--- src/rtl/lin_brk_pkg.sv ---
package lin_brk_pkg;
  typedef enum logic [1:0] {ST_IDLE, ST_ARM, ST_LIVE, ST_DONE} brk_state_e;
  localparam int NFLG     = 3;
  localparam int FLG_COLL = 0;
  localparam int FLG_BRK  = 1;
  localparam int FLG_SFLD = 2;
endpackage

--- src/rtl/lin_brk_sync.sv ---
module lin_brk_sync #(
  parameter int STAGES = 2
) (
  input  logic clk_i,
  input  logic rst_ni,
  input  logic d_i,
  output logic q_o
);
  logic [STAGES-1:0] q;
  always_ff @(posedge clk_i or negedge rst_ni)
    if (!rst_ni) q <= '1;
    else         q <= {q[STAGES-2:0], d_i};
  assign q_o = q[STAGES-1];
endmodule

--- src/rtl/lin_brk_cnt.sv ---
module lin_brk_cnt #(
  parameter int W = 8
) (
  input  logic         clk_i,
  input  logic         rst_ni,
  input  logic         tick_i,
  input  logic         en_i,
  input  logic         low_i,
  input  logic [W-1:0] init_i,
  output logic         hit_o
);
  logic [W-1:0] cnt_q;
  logic         spent_q;
  logic         counting, expire;

  // spent: a low already used (or present at arming) must end first
  assign counting = en_i && low_i && !spent_q;
  assign expire   = counting && tick_i && (cnt_q == '0);

  always_ff @(posedge clk_i or negedge rst_ni) begin
    if (!rst_ni) begin
      cnt_q   <= '0;
      spent_q <= 1'b1;
      hit_o   <= 1'b0;
    end else begin
      hit_o <= expire;
      if (!en_i)       spent_q <= 1'b1;
      else if (!low_i) spent_q <= 1'b0;
      else if (expire) spent_q <= 1'b1;
      if (!counting || expire) cnt_q <= init_i;
      else if (tick_i)         cnt_q <= cnt_q - 1'b1;
    end
  end
endmodule

--- src/rtl/lin_brk_ctl.sv ---
module lin_brk_ctl import lin_brk_pkg::*; (
  input  logic            clk_i,
  input  logic            rst_ni,
  input  logic            start_i,
  input  logic            tick_i,
  input  logic            keep_i,
  input  logic            hit_i,
  input  logic [NFLG-1:0] set_i,
  input  logic [NFLG-1:0] clr_i,
  output logic            live_o,
  output logic            run_o,
  output logic [NFLG-1:0] flg_o,
  output logic            irq_o
);
  brk_state_e st_q, st_d;

  always_comb begin
    st_d = st_q;
    if (!start_i) st_d = ST_IDLE;
    else unique case (st_q)
      ST_IDLE: st_d = ST_ARM;
      ST_ARM:  if (tick_i) st_d = ST_LIVE;
      ST_LIVE: if (hit_i && !keep_i) st_d = ST_DONE;
      ST_DONE: st_d = ST_DONE;
    endcase
  end

  always_ff @(posedge clk_i or negedge rst_ni) begin
    if (!rst_ni) begin
      st_q  <= ST_IDLE;
      run_o <= 1'b0;
      irq_o <= 1'b0;
    end else begin
      st_q  <= st_d;
      irq_o <= hit_i && !flg_o[FLG_BRK];
      if (!start_i || st_q == ST_IDLE) run_o <= 1'b0;
      else if (tick_i)                 run_o <= 1'b1;
    end
  end

  for (genvar g = 0; g < NFLG; g++) begin : g_flg
    always_ff @(posedge clk_i or negedge rst_ni)
      if (!rst_ni)       flg_o[g] <= 1'b0;
      else if (set_i[g]) flg_o[g] <= 1'b1;
      else if (clr_i[g]) flg_o[g] <= 1'b0;
  end

  assign live_o = (st_q == ST_LIVE);
endmodule

--- src/rtl/lin_brk_det.sv ---
module lin_brk_det import lin_brk_pkg::*; #(
  parameter int CNT_W  = 8,
  parameter int STAGES = 2
) (
  input  logic             clk_i,
  input  logic             rst_ni,
  input  logic             rxd_i,
  input  logic             tick_i,
  input  logic             start_i,
  input  logic             keep_mask_i,
  input  logic [CNT_W-1:0] init_i,
  input  logic [NFLG-1:0]  clr_i,
  input  logic             coll_set_i,
  input  logic             sfld_set_i,
  output logic             uart_rxd_o,
  output logic             rdy_o,
  output logic             run_o,
  output logic             brk_o,
  output logic             coll_o,
  output logic             sfld_o,
  output logic             irq_o
);
  logic            rx_s, brk_hit, live;
  logic [NFLG-1:0] flg, set_v;

  lin_brk_sync #(.STAGES(STAGES)) u_sync (
    .clk_i, .rst_ni, .d_i(rxd_i), .q_o(rx_s)
  );

  lin_brk_cnt #(.W(CNT_W)) u_cnt (
    .clk_i, .rst_ni, .tick_i, .en_i(live), .low_i(!rx_s),
    .init_i, .hit_o(brk_hit)
  );

  always_comb begin
    set_v           = '0;
    set_v[FLG_COLL] = coll_set_i;
    set_v[FLG_BRK]  = brk_hit;
    set_v[FLG_SFLD] = sfld_set_i;
  end

  lin_brk_ctl u_ctl (
    .clk_i, .rst_ni, .start_i, .tick_i, .keep_i(keep_mask_i),
    .hit_i(brk_hit), .set_i(set_v), .clr_i, .live_o(live),
    .run_o, .flg_o(flg), .irq_o
  );

  assign rdy_o      = live;
  assign uart_rxd_o = live ? 1'b1 : rx_s;
  assign brk_o      = flg[FLG_BRK];
  assign coll_o     = flg[FLG_COLL];
  assign sfld_o     = flg[FLG_SFLD];
endmodule

--- config.mk ---
export PLATFORM = sky130hd
export DESIGN_NAME = lin_brk_det
export DESIGN_NICKNAME = d
export VERILOG_FILES = /design/src/rtl/lin_brk_pkg.sv /design/src/rtl/lin_brk_sync.sv /design/src/rtl/lin_brk_cnt.sv /design/src/rtl/lin_brk_ctl.sv /design/src/rtl/lin_brk_det.sv
export SDC_FILE = /design/constraint.sdc
export NUM_CORES = 1
export LEC_CHECK = 0
export BUFFER_PORTS_ARGS = -buffer_cell sky130_fd_sc_hd__buf_2
export CAP_MARGIN = 5
export CORE_UTILIZATION = 45
export CTS_BUF_LIST = sky130_fd_sc_hd__clkbuf_8
export CTS_CLUSTER_SIZE = 14
export DETAILED_ROUTE_END_ITERATION = 16
export GPL_ROUTABILITY_DRIVEN = 1
export PLACE_DENSITY = 0.74
export SYNTH_ARGS = -nofsm -noshare
export SYNTH_HDL_FRONTEND = slang
export SYNTH_HIERARCHICAL = 1
export SYNTH_SLANG_ARGS = --single-unit
--- constraint.sdc ---
create_clock -name clk_i -period 2.54 [get_ports clk_i]
set_input_delay 0.508 -clock clk_i [delete_from_list [all_inputs] [get_ports clk_i]]
set_output_delay 0.508 -clock clk_i [all_outputs]
set_load 0.02 [all_outputs]
==> Yosys cells after proc, flatten, opt, wreduce, memory -nomap -nowiden <==
Cells that the tools add are included.
{ "word_totals": {"input_bits": 19, "ff_bits": 19} }
{ "classes": {"mux": 18, "reduce_logical": 22, "n_eq_ne": 6, "addsub": 1} }
{ "op_table": {"columns": ["operator", "n"], "rows": [
  ["$mux W8", 2],
  ["$mux W1", 12],
  ["$reduce_bool A2 Y1", 5],
  ["$logic_not A8 Y1", 1],
  ["$pmux W2 S4", 1],
  ["$sub A8 B1 Y8 const B", 1],
  ["$logic_and A1 B1 Y1", 6],
  ["$logic_not A1 Y1", 6],
  ["$mux W2", 3],
  ["$eq A2 B2 Y1 const B", 2],
  ["$ne A3 B1 Y1 const B", 1],
  ["$ne A3 B2 Y1 const B", 1],
  ["$ne A3 B3 Y1 const B", 1],
  ["$eq A2 B1 Y1 const B", 1],
  ["$logic_not A2 Y1", 1],
  ["$logic_or A1 B1 Y1", 2],
  ["$reduce_and A2 Y1", 1]
]} }

==> Depth between registers and ports, before layout <==
Gate-level depths: netlist of run 1.
{ "logic_depth": {"word_depth": 8, "ltp_mapped": 7, "ltp_nobuf": 6} }

==> Hierarchy <==
Netlist of run 1, hierarchy kept.
{ "by_module_without_submodules": {"columns": ["module", "area_each_um2", "n_inst", "cells_each"], "rows": [
  ["lin_brk_cnt", 559.3, 1, 56],
  ["lin_brk_ctl", 274.0, 1, 23],
  ["lin_brk_sync", 52.6, 1, 2],
  ["lin_brk_det", 10.0, 1, 2]
]} }

==> Worst setup path before layout of run 1 <==
Ideal clock, no wire load.
{ "synth_timing": {"kind": "register to register", "start": "reg u_ctl.st_q[0]", "end": "reg u_cnt.cnt_q[1]", "setup_slack_ns": 0.961, "n_path_buf": 0, "path_stages_with_launch": 5, "required_ns": 2.412, "setup_time_ns": 0.128, "arrival_ns": 1.452, "path_cell_list": "dfrtp_1 nor2b_2 nand3b_1 a21oi_1 mux2_1"} }
{ "synth_between": {"elab_chain_cells": 7, "elab_cells_between_ends": 9, "classes_between": "1 x eq/ne; 1 x mux; 7 x reduce/logical"} }
{ "synth_rtl": {"columns": ["element", "line_no", "rtl"], "rows": [
  ["start, declared", "lin_brk_ctl.sv:15", "brk_state_e st_q, st_d;"],
  ["start signal, assigned", "lin_brk_ctl.sv:34", "st_q <= st_d;"],
  ["$eq A2 B2 Y1 (*)", "lin_brk_ctl.sv:48", "assign live_o = (st_q == ST_LIVE);"],
  ["named net rdy_o", "lin_brk_det.sv:16", "output logic rdy_o,"],
  ["$logic_and A1 B1 Y1 (*) (2 in series)", "lin_brk_cnt.sv:17", "assign counting = en_i && low_i && !spent_q;"],
  ["$logic_and A1 B1 Y1 (2 in series)", "lin_brk_cnt.sv:18", "assign expire = counting && tick_i && (cnt_q == '0);"],
  ["$logic_or A1 B1 Y1 (*)", "lin_brk_cnt.sv:30", "if (!counting || expire) cnt_q <= init_i;"],
  ["$mux W8 / $reduce_bool A2 Y1 (equally long branches)", null, null],
  ["end signal, assigned", "lin_brk_cnt.sv:30", null],
  ["end signal, assigned", "lin_brk_cnt.sv:31", "else if (tick_i) cnt_q <= cnt_q - 1'b1;"],
  ["end, declared", "lin_brk_cnt.sv:12", "logic [W-1:0] cnt_q;"]
]} }
Mark *: on every way through the listed nets, which the timed path passes. The rest lies on a longest branch.
A chain may end at the register's enable or synchronous reset.

==> Worst setup path in the final report of run 1 <==
{ "layout_timing": {"start": "reg u_cnt.cnt_q[0]", "end": "reg u_cnt.cnt_q[1]"} }
{ "layout_between": {"elab_chain_cells": 4, "elab_cells_between_ends": 7, "classes_between": "1 x add/sub; 2 x mux; 4 x reduce/logical"} }
{ "layout_rtl": {"columns": ["element"], "rows": [
  ["branches (longest 4 deep; another with $sub A8 B1 Y8)"]
]} }
Parallel ways; which one is timed is not known. The select of a mux whose other input is x is not followed.

==> impl_metrics.json, run 1 <==
{
  "status": "finished clean",
  "clock_latency_ns": 0.25,
  "dp.cells": 133,
  "slowest_stage": "dfrtp_1",
  "ys_top_cells_by_area": "dfrtp_1 45%, dfstp_2 8.8%, a21oi_1 5.6%",
  "fin_tns_setup_ns": 0,
  "crit_path_start_kind": "flip-flop",
  "critical_path.max_stage_delay_ns": 0.38,
  "final_cell_count_no_fill": 137,
  "fmax_mhz": 581,
  "maxSlewViolCount": 0,
  "post_cts_buffers": 0,
  "synth_top_area_share_pct": 44.7,
  "cts_buffer_depth": 2,
  "relSlewSlack_pct": 67.1,
  "first_pass_iters": 2,
  "ys_ff_latch": 19,
  "rsz0062_at_grt": "false",
  "gp_congestion": 0.695,
  "cts_tree": "built",
  "drt_wl_total_um": 1790,
  "p_leak_uw": 0.000538,
  "r2r_setup_slack_ns": 0.82,
  "dieArea_um2": 2170,
  "worstSetupPathType": "reg -> reg",
  "final_nets": 134,
  "fp.dieW_um": 46.6,
  "final_hold_viol_count": 0,
  "hold_class": "in -> async",
  "p_total_uw": 611,
  "seqCellArea_um2": 479,
  "grt_use_total_pct": 20.1,
  "globalRoute.totalOverflow": 0,
  "cap_violations": 0,
  "worst_slew_pin_slew_ns": 0.489,
  "wl_per_cell_um": 13.1,
  "portBuffers": 25,
  "clkTransAtPathRegs_ns": 0.07,
  "power_density_nw_per_um2": 555,
  "path_cells": "inv_1 -> ha_1 -> and4bb_1 -> a21oi_1 -> buf_4 -> mux2_1",
  "syn_to_final_growth_pct": 22.9,
  "coreArea_um2": 1800,
  "fin_crit_ns": 1.72,
  "floorplan.initialDensity_pct": 49.7,
  "antennaDiodeCount": 0,
  "antenna_found_initial": 0,
  "cts_buffers": 3,
  "layout_commonest_cell": "buf_2",
  "grt_pass1_vias": 663,
  "syn_area_um2": 896,
  "yosys_warnings": 6,
  "htree_num_levels": 1,
  "critPathRequiredTime_ns": 2.67,
  "avgSynthCellArea_um2": 10.8,
  "hpwlAfterDp_um": 1340,
  "grt_max_degree": 20,
  "end_kind": "flip-flop",
  "rows": 15,
  "hold_buffers": 0,
  "vias_per_cell": 5.01,
  "multi_input_area_um2": 382,
  "grt_pass1_wl_um": 2910,
  "final_cell_mix": "25 x buf_2, 16 x dfrtp_1, 10 x nor2_1, 10 x a21oi_1, 8 x inv_1",
  "cp.arrival_ns": 1.85,
  "final.period_utilization_pct": 67.7,
  "skew_ns": 0.00400,
  "vias": 687,
  "pin_count": 26,
  "ir_drop_mv": 0.346,
  "clock-sinks": 19,
  "synth_area_leader_cell": "dfrtp_1",
  "cp_max_fo": 13,
  "synthDistinctLibCells": 31,
  "drc": 0,
  "syn_inst": 83,
  "syn_nets": 104,
  "ant_nets": 0,
  "drive_above_1_share_pct": 33.9,
  "die_h_um": 46.6,
  "cts_resized": 0,
  "seq_area_frac_synth_pct": 53.5,
  "fill_cells": 163,
  "cts_root_buffer": "clkbuf_8",
  "drt-initial-drc-count": 3,
  "finalSetupViolations": 0
}
-- synth_stat cells (all sizes together) --
cell type,n
a21o,3
a21oi,10
a221oi,1
and4bb,1
buf,1
dfrtp,16
dfstp,3
ha,2
inv,8
mux2,1
nand2,2
nand2b,1
nand3b,1
nor2,10
nor2b,3
nor3,1
nor4,2
o21ai,2
o21ba,1
o22a,2
o22ai,1
o31ai,3
or2,1
or3b,1
or4,1
xnor2,4
xor2,1
-- path summary, 6_finish.rpt --
kind,start,endpoint,cells past startpoint
max in group asynchronous,rst_ni,u_sync/q[0],1
hold / removal,rst_ni,u_ctl/run_o,1
hold reg to reg,u_sync/q[0],u_sync/q[1],0
setup reg to reg,u_cnt/cnt_q[0],u_cnt/cnt_q[1],6
min in group clk_i,rxd_i,u_sync/q[0],1
setup / recovery,u_cnt/cnt_q[0],u_cnt/cnt_q[1],6
-- worst max-delay path, delay by kind of cell, from the launching register on --
family                   cells  cell delay [ns]
buffers and inverters        2             0.27
AND/OR/NAND/NOR              1             0.25
adder cells (fa/ha/maj)      1             0.19
AO/OA/AOI/OAI                1             0.16
flip-flops                   1             0.38
multiplexers                 1             0.34
-- per-layer routing --
metal  track usage, %  wire [µm]  vias to the layer above
li1                 -          -                      342
met4             5.14         10                        0
met1             23.9        729                      324
met5                0          0                        -
met2             34.2        970                       19
met3             7.06         78                        2
-- logic make-up after synthesis --
logic type / after synthesis / synth area share, %
flops: 19 / 53.5
xor+xnor: 5 / 4.89
compound gates: 23 / 17.7
mux: 1 / 1.26
fa+ha+maj: 2 / 2.79
simple gates: 24 / 15.9
buf+inv: 9 / 3.91
-- through the flow --
step | hold slack (ns) | setup WS [ns] | area [µm²] | util [%]
after floorplan | 0.212 | 0.961 | 896 | -
after global placement | 0.346 | 0.809 | 1050 | 58.5
after detailed placement | 0.356 | 0.692 | 1050 | 58.5
after CTS | 0.184 | 0.811 | 1100 | 61.1
after global routing | 0.212 | 0.670 | 1100 | 61.1
final | 0.179 | 0.820 | 1100 | 61.1
-- state kept, by name, summed over array words and instances (netlist names) --
| register | cells |
|---|---|
| u_ctl/st_q | 2 |
| u_cnt/cnt_q | 8 |
| u_sync/q | 2 |
| u_cnt/hit_o | 1 |
| u_cnt/spent_q | 1 |
| u_ctl/irq_o | 1 |
| u_ctl/run_o | 1 |
| u_ctl/flg_o | 3 |
-- power by group --
part           switching (µW)  leakage [µW]  internal, µW  total (µW)
Sequential               14.3      0.000227           319         333
Combinational            39.9      0.000286          35.2        75.0
Clock                    93.8     0.0000255           109         203
-- layout make-up --
class | instances | share of cell area (%)
sequential | 19 | 43.5
timing repair buffer | 26 | 12.0
inverter | 8 | 2.73
clock buffer | 3 | 3.75
clock inverter | 1 | 0.455
multi-input combinational | 55 | 34.7
tap | 25 | 2.84
No activity file was read; power rests on OpenSTA's default activity.
==> run 2: changes to the inputs <==
==> constraint.sdc (replaced) <==
create_clock -name clk_i -period 1.7 [get_ports clk_i]
set_input_delay 0.34 -clock clk_i [delete_from_list [all_inputs] [get_ports clk_i]]
set_output_delay 0.34 -clock clk_i [all_outputs]
set_load 0.02 [all_outputs]
==> impl_metrics.json, run 2 (same netlist as run 1, synthesis figures left out) <==
{
  "clkTransAtPathRegs_ns": 0.07,
  "grt_pass1_wl_um": 2540,
  "largest_register_ffs": 8,
  "clock-sinks": 19,
  "status": "finished clean",
  "r2r-end": "u_cnt/cnt_q[7]",
  "syn_to_final_growth_pct": 26.1,
  "multi_input_area_um2": 385,
  "path_cells": "or4_4 -> o31ai_2 -> o31ai_1 -> o22a_1",
  "seqCellArea_um2": 479,
  "htree_num_levels": 1,
  "fill_cells": 145,
  "r2r-start": "u_cnt/cnt_q[3]",
  "power_density_nw_per_um2": 822,
  "first_pass_iters": 4,
  "ant_nets": 0,
  "cts_tree": "built",
  "drt_wl_total_um": 1610,
  "rows": 15,
  "layout_commonest_cell": "buf_2",
  "pin_count": 26,
  "route.met3.wl_um": 80,
  "p_leak_uw": 0.000548,
  "post_cts_buffers": 0,
  "end_kind": "flip-flop",
  "final_nets": 137,
  "cts_buffers": 3,
  "hold_buffers": 0,
  "critPathRequiredTime_ns": 1.85,
  "vias_per_cell": 5.09,
  "ir_drop_mv": 0.690,
  "critical_path.max_stage_delay_ns": 0.56,
  "final_cell_mix": "25 x buf_2, 16 x dfrtp_1, 10 x nor2_1",
  "fin_tns_setup_ns": 0,
  "worstSetupPathType": "reg -> reg",
  "antenna_found_initial": 0,
  "r2r_setup_slack_ns": 0.09,
  "maxSlewViolCount": 0,
  "wl_per_cell_um": 11.5,
  "postLayoutCoreUtil_pct": 62.7,
  "ff2ff_path_depth": 4,
  "gp_congestion": 0.777,
  "floorplan.initialDensity_pct": 49.7,
  "final.period_utilization_pct": 94.6,
  "finalSetupViolations": 0,
  "final_hold_viol_count": 0,
  "rsz0062_at_grt": "false",
  "drive_above_1_share_pct": 36.5,
  "fmax_mhz": 622,
  "grt_pass1_vias": 622,
  "relSlewSlack_pct": 67.2,
  "fin_crit_ns": 1.61,
  "dieArea_um2": 2170,
  "slowest_stage": "or4_4",
  "drt-initial-drc-count": 16,
  "largestRegisters": "u_cnt/cnt_q (8), u_ctl/flg_o (3)",
  "portBuffers": 25,
  "die_h_um": 46.6,
  "grt_max_degree": 20,
  "skew_ns": 0.00236,
  "globalRoute.totalOverflow": 0,
  "wl_met1_um": 756,
  "regMostFlops": "u_cnt/cnt_q",
  "cts_resized": 0,
  "hold_class": "in -> async",
  "cp_max_fo": 5,
  "clock_latency_ns": 0.26,
  "top_layer_used": "met4",
  "worst_slew_pin_slew_ns": 0.488,
  "crit_path_start_kind": "flip-flop",
  "grt_use_total_pct": 17.5,
  "cts_buffer_depth": 2,
  "cp.arrival_ns": 1.76,
  "cts_root_buffer": "clkbuf_8",
  "hpwlAfterDp_um": 1210,
  "coreArea_um2": 1800,
  "drc": 0,
  "antennaDiodeCount": 0,
  "vias": 713,
  "cap_violations": 0,
  "wl_met2_um": 731,
  "fp.dieW_um": 46.6
}
==> run 2: cell types whose count changed in the layout (fill, tap and decap cells not counted) <==
cell,previous run,this run
buf_4,1,4
a21oi_1,10,9
a21oi_2,0,1
clkinv_2,1,0
clkinvlp_4,0,1
==> run 2: cell type report <==
class / instances / share of cell area, %
Multi-Input combinational cell: 55 / 34.1
Clock buffer: 3 / 3.65
Inverter: 8 / 2.66
Clock inverter: 1 / 0.664
Sequential cell: 19 / 42.4
Timing Repair Buffer: 29 / 13.7
Tap cell: 25 / 2.77
==> run 2: worst max path at each step <==
stage / from / endpoint / slack [ns] / cells past startpoint
2_1_floorplan: u_ctl/st_q[0] / u_cnt/cnt_q[1] / 0.12 / 4
3_3_place_gp: u_cnt/cnt_q[3] / u_cnt/cnt_q[7] / 0.13 / 4
3_5_place_dp: tick_i / u_cnt/cnt_q[7] / 0.06 / 5
4_1_cts: u_cnt/cnt_q[3] / u_cnt/cnt_q[7] / 0.09 / 4
5_1_grt: u_cnt/cnt_q[3] / u_cnt/cnt_q[6] / 0.02 / 4
6_report: u_cnt/cnt_q[3] / u_cnt/cnt_q[7] / 0.09 / 4
==> run 2: power by group <==
part | switching (µW) | internal [µW]
logic | 59.7 | 55.0
clock network | 152 | 165
registers | 19.2 | 477
==> run 2: per-stage QoR <==
step	std cells	total power [µW]	hold slack (ns)	setup slack, ns	instance area [µm²]
6_report	140	928	0.00478	0.0925	1130
5_1_grt	140	978	0.0265	0.0246	1130
2_1_floorplan	83	565	0.0444	0.121	896
3_3_place_gp	136	615	0.298	0.128	1080
3_5_place_dp	136	618	0.294	0.0611	1080
4_1_cts	140	942	0.0129	0.0915	1130
==> run 2: worst max-delay path: cells and delay by family (launching register included) <==
family / cells / cell delay (ns)
AOI/OAI and AO/OA: 3 / 0.50
and+or+nand+nor: 1 / 0.56
DFF: 1 / 0.44
==> run 2: routing by layer <==
metal | up-vias | global-route usage (%)
met3 | 6 | 5.10
li1 | 351 | -
met5 | - | 0
met2 | 26 | 25.8
met1 | 330 | 21.6
met4 | 0 | 12.6
==> run 3: changes to the inputs <==
--- a/config.mk
+++ b/config.mk
@@ -7,12 +7,14 @@
 export LEC_CHECK = 0
 export BUFFER_PORTS_ARGS = -buffer_cell sky130_fd_sc_hd__buf_2
 export CAP_MARGIN = 5
-export CORE_UTILIZATION = 45
+export CELL_PAD_IN_SITES_DETAIL_PLACEMENT = 1
+export CELL_PAD_IN_SITES_GLOBAL_PLACEMENT = 1
+export CORE_UTILIZATION = 40
 export CTS_BUF_LIST = sky130_fd_sc_hd__clkbuf_8
 export CTS_CLUSTER_SIZE = 14
 export DETAILED_ROUTE_END_ITERATION = 16
 export GPL_ROUTABILITY_DRIVEN = 1
-export PLACE_DENSITY = 0.74
+export PLACE_DENSITY = 0.83
 export SYNTH_ARGS = -nofsm -noshare
 export SYNTH_HDL_FRONTEND = slang
 export SYNTH_HIERARCHICAL = 1
==> constraint.sdc (replaced) <==
create_clock -name clk_i -period 1.7 [get_ports clk_i]
set_input_delay 0.17 -clock clk_i [delete_from_list [all_inputs] [get_ports clk_i]]
set_output_delay 0.17 -clock clk_i [all_outputs]
set_load 0.02 [all_outputs]
==> impl_metrics.json, run 3 (same netlist as run 1, synthesis figures left out) <==
{
  "regMostFlops": "u_cnt/cnt_q",
  "first_pass_iters": 4,
  "layout_commonest_cell": "buf_2",
  "drc": 0,
  "grt_max_degree": 20,
  "hold_class": "in -> reg",
  "gp_congestion": 0.775,
  "final_nets": 140,
  "min_path_cells": 2,
  "final_hold_viol_count": 0,
  "hpwlAfterDp_um": 1640,
  "relSlewSlack_pct": 70.1,
  "grt_pass1_vias": 805,
  "clock_latency_ns": 0.26,
  "antenna_found_initial": 0,
  "status": "finished clean",
  "clock-sinks": 19,
  "final.period_utilization_pct": 94.7,
  "pin_count": 26,
  "dieArea_um2": 2430,
  "antennaDiodeCount": 0,
  "cts_tree": "built",
  "ff2ff_path_depth": 4,
  "ir_drop_mv": 0.666,
  "floorplan.initialDensity_pct": 43.9,
  "hold_slack_ns": 0.0839,
  "cp_num_buf_inv": 0,
  "fmax_mhz": 621,
  "maxSlewViolCount": 0,
  "drt_wl_total_um": 2190,
  "rows": 16,
  "cp_max_fo": 4,
  "final_cell_mix": "25 x buf_2, 14 x dfrtp_1, 10 x nor2_1",
  "grt_use_total_pct": 20.9,
  "cp_top_family": "simple AND/OR/NAND/NOR gates",
  "cap_violations": 0,
  "worst_slew_pin_slew_ns": 0.448,
  "portBuffers": 25,
  "globalRoute.totalOverflow": 0,
  "drt-initial-drc-count": 4,
  "skew_ns": 0.00195,
  "grt_pass1_wl_um": 3710,
  "fill_cells": 248,
  "largest_register_ffs": 8,
  "end_kind": "flip-flop",
  "cp.arrival_ns": 1.75,
  "vias_per_cell": 5.22,
  "drive_above_1_share_pct": 39.8,
  "stdcell_area_um2": 1180,
  "cts_buffers": 3,
  "cts_root_buffer": "clkbuf_8",
  "ant_nets": 0,
  "dpl_cell_area_um2": 1080,
  "clkTransAtPathRegs_ns": 0.08,
  "die_h_um": 49.3,
  "finalSetupViolations": 0,
  "vias": 757,
  "cts_buffer_depth": 2,
  "fp.dieW_um": 49.3,
  "worstSetupPathType": "reg -> reg",
  "postLayoutCoreUtil_pct": 57.8,
  "htree_num_levels": 1,
  "path_cells": "or4_4 -> o31ai_4 -> o31ai_2 -> o22a_1",
  "critical_path.max_stage_delay_ns": 0.58,
  "fin_crit_ns": 1.61,
  "critPathRequiredTime_ns": 1.84,
  "crit_path_start_kind": "flip-flop",
  "slowest_stage": "or4_4",
  "wl_per_cell_um": 15.1,
  "coreArea_um2": 2040,
  "largestRegisters": "u_cnt/cnt_q (8), u_ctl/flg_o (3)",
  "crit_cells": 4,
  "rsz0062_at_grt": "true",
  "syn_to_final_growth_pct": 31.7,
  "p_leak_uw": 0.000560,
  "power_density_nw_per_um2": 810
}
## run 3: final timing paths
| check | startpoint | end | slack [ns] |
|---|---|---|---|
| max in group asynchronous | rst_ni | u_sync/q[0] | 0.98 |
| max reg2reg | u_cnt/cnt_q[3] | u_cnt/cnt_q[7] | 0.09 |
| min reg2reg | u_sync/q[0] | u_sync/q[1] | 0.37 |
| min | coll_set_i | u_ctl/flg_o[0] | 0.08 |
| max | u_cnt/cnt_q[3] | u_cnt/cnt_q[7] | 0.09 |
| min in group asynchronous | rst_ni | u_ctl/flg_o[1] | 0.38 |
## run 3: per-stage QoR
stage | setup TNS, ns | setup slack [ns] | cells | power [µW]
final | 0 | 0.0900 | 145 | 956
after global routing | -0.00720 | -0.00720 | 145 | 997
after CTS | 0 | 0.0297 | 145 | 962
after detailed placement | 0 | 0.0189 | 138 | 625
after global placement | 0 | 0.105 | 138 | 616
after floorplan | 0 | 0.121 | 83 | 565
## run 3: repair_timing
action,4_1_cts,5_1_grt
buffers inserted,1,0
pin swaps,0,2
resized for setup,1,6
hold buffers,2,0
gates cloned,0,0
setup endpoints to repair,1,8
endpoints found under the hold margin,17,0
## run 3: area by class of cell
class	instances	area (µm²)	share of cell area [%]
well taps	27	33.8	2.86
clock buffers	3	41.3	3.50
inverters	8	30.0	2.55
flip-flops and latches	19	482	40.8
multi-input cells	55	399	33.8
clock inverters	1	7.51	0.636
repair buffers	32	186	15.8
## run 3: report_power, final
group          total [µW]  internal, µW  switching [µW]
clock network         329           165             164
logic                 129          60.8            68.5
registers             497           477            20.3
## run 3: routing by layer
layer | global-route usage (%) | wire length (µm) | vias up
li1 | - | - | 358
met2 | 37.0 | 1130 | 21
met4 | 7.35 | 36 | 0
met1 | 24.5 | 960 | 372
met5 | 0 | 0 | -
met3 | 4.67 | 72 | 6
